--- config.mk ---
export PLATFORM = sky130hd
export DESIGN_NAME = phase_dimmer8
export DESIGN_NICKNAME = d
export VERILOG_FILES = /design/src/rtl/dimmer_pkg.sv /design/src/rtl/dim_tick_gen.sv /design/src/rtl/dim_step_core.sv /design/src/rtl/phase_dimmer8.sv
export SDC_FILE = /design/constraint.sdc
export NUM_CORES = 1
export LEC_CHECK = 0
export ABC_AREA = 1
export BUFFER_PORTS_ARGS = -buffer_cell sky130_fd_sc_hd__buf_2
export CORE_UTILIZATION = 25
export DETAILED_ROUTE_END_ITERATION = 8
export GPL_TIMING_DRIVEN = 1
export PLACE_DENSITY = 0.52
export SYNTH_ARGS = -nofsm -noshare
export SYNTH_HDL_FRONTEND = slang
export SYNTH_SLANG_ARGS = --single-unit
--- constraint.sdc ---
create_clock -name clk -period 2.8 [get_ports clk]
set_input_delay 0.14 -clock clk [delete_from_list [all_inputs] [get_ports clk]]
set_output_delay 0.14 -clock clk [all_outputs]
set_load 0.02 [all_outputs]
--- src/rtl/dimmer_pkg.sv ---
package dimmer_pkg;

    localparam int unsigned N_CH  = 8;
    localparam int unsigned LVL_W = 8;
    localparam int unsigned STEPS = (1 << LVL_W) - 1;

    typedef logic [LVL_W-1:0]         level_t;
    typedef logic [N_CH-1:0]          chan_word_t;
    typedef level_t [N_CH-1:0]        level_vec_t;

    typedef enum logic {
        RST_SRC_INTERNAL = 1'b0,
        RST_SRC_EXTERNAL = 1'b1
    } rst_src_e;

    typedef struct packed {
        level_t     count;
        chan_word_t pend;
    } step_state_t;

    function automatic chan_word_t hit_mask(level_vec_t lv, level_t thr);
        chan_word_t m;
        for (int i = 0; i < N_CH; i++) begin
            m[i] = (lv[i] >= thr);
        end
        return m;
    endfunction

endpackage

--- src/rtl/dim_tick_gen.sv ---
module dim_tick_gen
    import dimmer_pkg::*;
#(
    parameter int unsigned TICK_DIV       = 125,
    parameter int unsigned TICKS_PER_STEP = 40,
    parameter rst_src_e    RESTART_SRC    = RST_SRC_INTERNAL
) (
    input  logic clk,
    input  logic rst,
    input  logic restart_in,
    output logic step_stb,
    output logic restart_eff
);

    localparam int unsigned DIV_W = (TICK_DIV > 1) ? $clog2(TICK_DIV) : 1;
    localparam int unsigned STP_W = (TICKS_PER_STEP > 1) ? $clog2(TICKS_PER_STEP) : 1;

    logic [DIV_W-1:0] div_q;
    logic [STP_W-1:0] tck_q;
    logic             tick;
    logic             step_end;

    assign tick     = (div_q == DIV_W'(TICK_DIV - 1));
    assign step_end = tick && (tck_q == STP_W'(TICKS_PER_STEP - 1));
    assign step_stb = step_end && !restart_eff;

    always_ff @(posedge clk) begin
        if (rst || restart_eff) begin
            div_q <= '0;
            tck_q <= '0;
        end else begin
            div_q <= tick ? '0 : div_q + 1'b1;
            if (tick) begin
                tck_q <= step_end ? '0 : tck_q + 1'b1;
            end
        end
    end

    generate
        if (RESTART_SRC == RST_SRC_INTERNAL) begin : g_int
            level_t bnd_q;
            logic   unused_ext;
            assign unused_ext  = restart_in;
            assign restart_eff = tick && (bnd_q == level_t'(STEPS));

            always_ff @(posedge clk) begin
                if (rst || restart_eff) begin
                    bnd_q <= '0;
                end else if (step_stb) begin
                    bnd_q <= bnd_q + 1'b1;
                end
            end
        end else begin : g_ext
            assign restart_eff = restart_in;
        end
    endgenerate

endmodule

--- src/rtl/dim_step_core.sv ---
module dim_step_core
    import dimmer_pkg::*;
(
    input  logic       clk,
    input  logic       rst,
    input  logic       restart,
    input  logic       step_stb,
    input  level_vec_t levels,
    output chan_word_t port_q,
    output level_t     count_q,
    output chan_word_t pend_q
);

    step_state_t st_q;
    step_state_t st_d;
    level_t      cnt_dec;

    always_comb begin
        cnt_dec     = st_q.count - 1'b1;
        st_d.count  = cnt_dec;
        st_d.pend   = ((st_q.count == '0) ? '0 : st_q.pend) | hit_mask(levels, cnt_dec);
    end

    always_ff @(posedge clk) begin
        if (rst) begin
            st_q   <= '0;
            port_q <= '0;
        end else if (restart) begin
            st_q.count <= '0;
        end else if (step_stb) begin
            port_q <= st_q.pend;
            st_q   <= st_d;
        end
    end

    assign count_q = st_q.count;
    assign pend_q  = st_q.pend;

endmodule

--- src/rtl/phase_dimmer8.sv ---
module phase_dimmer8
    import dimmer_pkg::*;
#(
    parameter int unsigned TICK_DIV       = 125,
    parameter int unsigned TICKS_PER_STEP = 40,
    parameter rst_src_e    RESTART_SRC    = RST_SRC_INTERNAL
) (
    input  logic                    clk,
    input  logic                    rst,
    input  logic                    cycle_restart,
    input  logic [N_CH*LVL_W-1:0]   levels_in,
    output logic [N_CH-1:0]         dim_out
);

    logic       step_stb;
    logic       restart_eff;
    level_vec_t lv;
    level_t     step_count;
    chan_word_t pend_word;
    chan_word_t port_word;

    assign lv      = levels_in;
    assign dim_out = port_word;

    dim_tick_gen #(
        .TICK_DIV       (TICK_DIV),
        .TICKS_PER_STEP (TICKS_PER_STEP),
        .RESTART_SRC    (RESTART_SRC)
    ) u_tick (
        .clk         (clk),
        .rst         (rst),
        .restart_in  (cycle_restart),
        .step_stb    (step_stb),
        .restart_eff (restart_eff)
    );

    dim_step_core u_core (
        .clk      (clk),
        .rst      (rst),
        .restart  (restart_eff),
        .step_stb (step_stb),
        .levels   (lv),
        .port_q   (port_word),
        .count_q  (step_count),
        .pend_q   (pend_word)
    );

endmodule

=== Yosys cells after proc, flatten, opt, wreduce, memory -nomap -nowiden ===
Index checks and enable logic that the tools add are counted.

* Add/sub/neg operators: 4
* $lt $le $gt $ge: 8
* Eq/ne operators: 3
* Multiplexer cells: 2
* Bitwise logic cells: 2
* Reductions and logical operators: 9

{| class="wikitable"
|+ Operator list
! cell !! number
|-
| 8-bit >= comparator || 8
|-
| 8-bit by 1-bit adder with 8-bit output (second input constant) || 1
|-
| 8-bit == test (second input constant) || 1
|-
| 8-bit logical NOT || 1
|-
| 8-bit 2-to-1 mux || 1
|-
| 8-bit OR || 1
|-
| 8-bit by 1-bit subtractor with 8-bit output (second input constant) || 1
|-
| 7-bit by 1-bit adder with 7-bit output (second input constant) || 1
|-
| 7-bit == test (second input constant) || 1
|-
| 6-bit by 1-bit adder with 6-bit output (second input constant) || 1
|-
| 6-bit == test (second input constant) || 1
|-
| 6-bit 2-to-1 mux || 1
|-
| 2-bit OR reduction || 2
|-
| 1-bit logical AND || 3
|-
| 2-bit AND reduction || 1
|-
| 1-bit logical NOT || 1
|-
| 1-bit logical OR || 1
|-
| 1-bit inverter || 1
|}

* Register bits after elaboration: 45
* Input port bits: 67
* Output and inout bits: 8
* Logic and storage cells: 34

=== Longest topological paths before layout ===
* Depth in word-level cells: 5
* Mapped depth: 16
* Depth with buffers taken out: 16

=== Hierarchy ===
From an unflattened synthesis, not the netlist that was laid out.

* Cells, all modules: 593
* Area total of the unflattened synthesis: 3822.4 um2

{| class="wikitable"
|+ By module, submodules not included
! module !! instances !! cells each !! area an instance (um2) !! sequential area each (um2)
|-
| dim_step_core || 1 || 424 || 2633.8 || 480.5
|-
| dim_tick_gen || 1 || 169 || 1188.6 || 420.4
|}

=== Least setup slack after synthesis ===
No wires, ideal clock.

* Kind: register to register
* Start point: register u_core.st_q, in the netlist u_core.count_q[0]
* End point: register u_core.st_q, in the netlist u_core.pend_q[7]
* Library setup time: 0.132 ns
* Data arrival time: 1.995 ns
* Data required time: 2.668 ns
* Setup slack: 0.673 ns
* Cell stages (with the launch flop): 13
* Path buffers: 0
* Clock period less this slack: 2.127 ns
* Cell sequence: dfxtp_1 -> inv_1 -> nand3_1 -> inv_1 -> nand2_1 -> xor2_1 -> ha_1 -> a21oi_1 -> nand2_1 -> nand2_1 -> nand2_1 -> nand2_1 -> a21oi_2

* Cells in the longest elaborated chain, start to end: 3
* Elaborated cells between the ends (all ways): 5
* Those cells by class: add/sub: 1; order compare: 1; mux: 1; bitwise: 1; reduce/logical: 1

{| class="wikitable"
|+ RTL lines
! element !! RTL line !! text
|-
| from (decl) || dim_step_core.sv:14 || <nowiki>step_state_t st_q;</nowiki>
|-
| from (signal assigned) || dim_step_core.sv:32 || <nowiki>st_q <= st_d;</nowiki>
|-
| 8-bit by 1-bit subtractor with 8-bit output || dim_step_core.sv:19 || <nowiki>cnt_dec = st_q.count - 1'b1;</nowiki>
|-
| net u_core.cnt_dec[0] || dim_step_core.sv:16 || <nowiki>level_t cnt_dec;</nowiki>
|-
| 8-bit >= comparator || dimmer_pkg.sv:24 || <nowiki>m[i] = (lv[i] >= thr);</nowiki>
|-
| 8-bit OR || dim_step_core.sv:21 || <nowiki>st_d.pend = ((st_q.count == '0) ? '0 : st_q.pend) | hit_mask(levels, cnt_dec);</nowiki>
|}

The timed path passes the listed nets, and every way through them passes these cells.
A chain may end at the register's enable or synchronous reset.

=== Worst setup path in the final report ===
* Start point: register u_core.st_q, in the netlist u_core.count_q[1]
* End point: register u_core.st_q, in the netlist u_core.pend_q[3]

* Cells in the longest elaborated chain, start to end: 3
* Elaborated cells between the ends (all ways): 5
* Those cells by class: add/sub: 1; order compare: 1; mux: 1; bitwise: 1; reduce/logical: 1

{| class="wikitable"
|+ RTL lines
! element !! RTL line
|-
| 8-bit by 1-bit subtractor with 8-bit output / 8-bit logical NOT (equally long branches) || dim_step_core.sv:19, dim_step_core.sv:21
|-
| 8-bit >= comparator / 8-bit 2-to-1 mux (equally long branches) || dimmer_pkg.sv:24, dim_step_core.sv:21
|-
| 8-bit OR (*) || dim_step_core.sv:21
|}

Every way passes the cells marked *; elsewhere a longest branch is shown, timed or not.

==> impl_metrics.tcl <==
set metrics [dict create \
    status "complete, no violations" \
    yosys.area.top_type "dfxtp_1" \
    final_layout_size_suffix_gt1_share_pct 19.5 \
    critPathRequiredTime_ns 2.97 \
    synth_compound_area_share_pct 8.51 \
    finalNonFillerCells 826 \
    numClockSinks 45 \
    firstDrtPassIters 4 \
    clock_skew_ns 0.00540 \
    path_buf_inv 1 \
    arrival_ns 2.67 \
    crit_path_frequent_cell "nand2_1" \
    grt_first_pass_wirelength_um 15400 \
    synth-seq-area-share_pct 24.3 \
    io_buffers 73 \
    first_global_vias 3345 \
    peakVddDrop_v 0.000347 \
    htree_levels 2 \
    n_antenna_cell 0 \
    cts_made_buffers 5 \
    wl_um 8640 \
    rsz0062_at_grt "no" \
    final.period_utilization_pct 89.4 \
    hold_viol_final 0 \
    drv_cap 0 \
    antenna_found_initial 1 \
    rr_worst_depth 14 \
    crit_type "reg -> reg" \
    grt-ovfl-total 0 \
    dieArea_um2 15300 \
    drc 0 \
    grtUsageTotal_pct 12.6 \
    reg2reg_from "u_core.count_q[1]" \
    grt_max_degree 24 \
    max-slew-margin-rel_pct 34.7 \
    dp_slack_ns 0.259 \
    dieWidth_um 124 \
    p_leak_uw 0.00249 \
    ys_seq_elements 45 \
    syn_nets 684 \
    synth_area_leaders "dfxtp_1, nand2_1, ha_1, inv_1, nand3_1" \
    rows 44 \
    yosys_warnings 0 \
    synth_top_area_share_pct 24.3 \
    p_per_area_nw_per_um2 333 \
    cp_slowest_cell "xnor2_1" \
    design.portCount 75 \
    synthSimpleGateAreaFrac_pct 33.9 \
    clock-root-buffer "clkbuf_16" \
    syn_area_um2 3700 \
    die_h_um 124 \
    finalWeightedCongestion 0.748 \
    holdPathEnd "u_core.pend_q[7]" \
    r2r_end "u_core.pend_q[3]" \
    synth_xor_area_share_pct 2.60 \
    synth_top_family_by_area "simple AND/OR/NAND/NOR gates" \
    clk-insertion-delay-late_ns 0.29 \
    fin_nets 762 \
    ctsHoldBuffers 0 \
    fmax_mhz 400 \
    reg2reg_setup_slack_ns 0.30 \
    setup_slack_ns 0.298 \
    core_um2 14500 \
    tightestPinTransition_ns 0.973 \
    dp.cells 818 \
    hold_path_depth 2 \
    fin_hold_ws_ns 0.241 \
    syn_avg_cell_area_um2 6.58 \
    worst_hold_startpoint "rst" \
    cts_setup_buffers 0 \
    yosysUniqueCellTypes 34 \
    post-route-min-period_ns 2.50 \
    drt-initial-drc-count 134 \
    cts_tree "yes" \
    viasPerCell 4.16 \
    start_util_pct 25.6 \
    worstPathMaxFanout 9 \
    path_clk_slew_ns 0.07 \
    crit_chain "inv_1 -> ha_1 -> xnor2_1 -> ha_1 -> nand2_1 -> nand2_1 -> nand2_1 -> nand2_1 -> nand2_1 -> nand2_1 -> nand2_1 -> nand2_1 -> nand2_1 -> a21oi_2" \
    setup_tns_ns 0 \
    num_vias 3433 \
    crit_family "XOR/XNOR gates" \
    yosys.area_share.adder_pct 18.2 \
    startpoint_type "flip-flop" \
    ctsResizeCount 0 \
    postRouteAntennaNets 0 \
    cpPeakStageDelay_ns 0.77 \
    hold_path_class "in -> reg" \
    syn_to_final_growth_pct 20.3 \
    cp-end-kind "flip-flop" \
    drv_slew 0 \
    dp_hpwl_um 6790 \
    clockBufferDepth 2 \
    synthCells 563 \
    routedWlPerCell_um 10.5 \
    finalSetupViolCount 0 \
    synth_mux_area_share_pct 0 \
]
-- kinds of logic after synthesis --
kind of cell | after synthesis
flip-flops | 45
AND/OR/NAND/NOR | 284
AO/OA/AOI/OAI | 54
XOR/XNOR | 11
buffers and inverters | 115
adder cells (fa/ha/maj) | 54
-- metrics by stage --
stage	area, µm²	util, %	power [µW]
after floorplan	3700	-	743
after global placement	4280	29.6	809
after detailed placement	4280	29.6	811
after CTS	4450	30.8	1510
after global routing	4450	30.8	1570
final	4450	30.8	1480
-- placed cells by master, fill, tap and decap left out, types with 4 or more instances in the layout --
cell type	count
nand2_1	186
inv_1	100
buf_2	73
ha_1	54
dfxtp_1	45
nand3_1	37
a21oi_1	32
nor2_1	27
xor2_1	9
nand2_2	9
a21oi_2	9
o21ai_0	8
nand4_1	7
inv_2	6
clkbuf_16	5
buf_4	4
-- routing by layer --
layer	up-vias	track usage, %	part of all wire (%)
met5	-	0	0
met4	0	3.24	1.3
met3	9	3.94	7.1
met2	67	20.5	43
met1	1438	16.0	49
li1	1919	-	-
-- cell usage after synthesis, drive strengths merged --
cell type and number:
clkbuf 1, buf 5, nor2 29, clkinv 3, xor2 9, ha 54, nor4 1, nand2 197
a31oi 1, nand4 7, o21ai 12, or3 1, xnor2 2, nand3 41, a21oi 41, inv 106
and2 1, nor3 6, or2 1, dfxtp 45
-- power by group --
| part | internal [µW] | switching (µW) | total [µW] |
|---|---|---|---|
| clock | 427 | 260 | 687 |
| combinational | 69.7 | 77.7 | 147 |
| sequential | 643 | 3.61 | 647 |
-- how the worst max path moves through the flow --
| stage | start | endpoint | slack, ns | cells after the start |
|---|---|---|---|---|
| after floorplan | u_core.count_q[0] | u_core.pend_q[7] | 0.67 | 12 |
| after global placement | u_core.count_q[1] | u_core.pend_q[6] | 0.26 | 14 |
| after detailed placement | u_core.count_q[1] | u_core.pend_q[2] | 0.26 | 14 |
| after CTS | u_core.count_q[1] | u_core.pend_q[3] | 0.24 | 14 |
| after global routing | u_core.count_q[1] | u_core.pend_q[1] | 0.005 | 14 |
| final | u_core.count_q[1] | u_core.pend_q[3] | 0.30 | 14 |
-- sequential cells by signal (all words and copies together), names as in the netlist --
register,flops
u_core.port_q,8
u_tick.tck_q,6
u_core.pend_q,8
u_core.count_q,8
u_tick.div_q,7
u_tick.g_int.bnd_q,8
-- final cells by class --
cell class	instances	area, µm²
fillers	1596	10000
multi-input cells	403	2340
flip-flops and latches	45	901
inverters	109	414
repair buffers	77	395
well taps	184	230
clock buffers	5	125
clock inverters	3	47.5
Power figures use the tool's default switching activity.
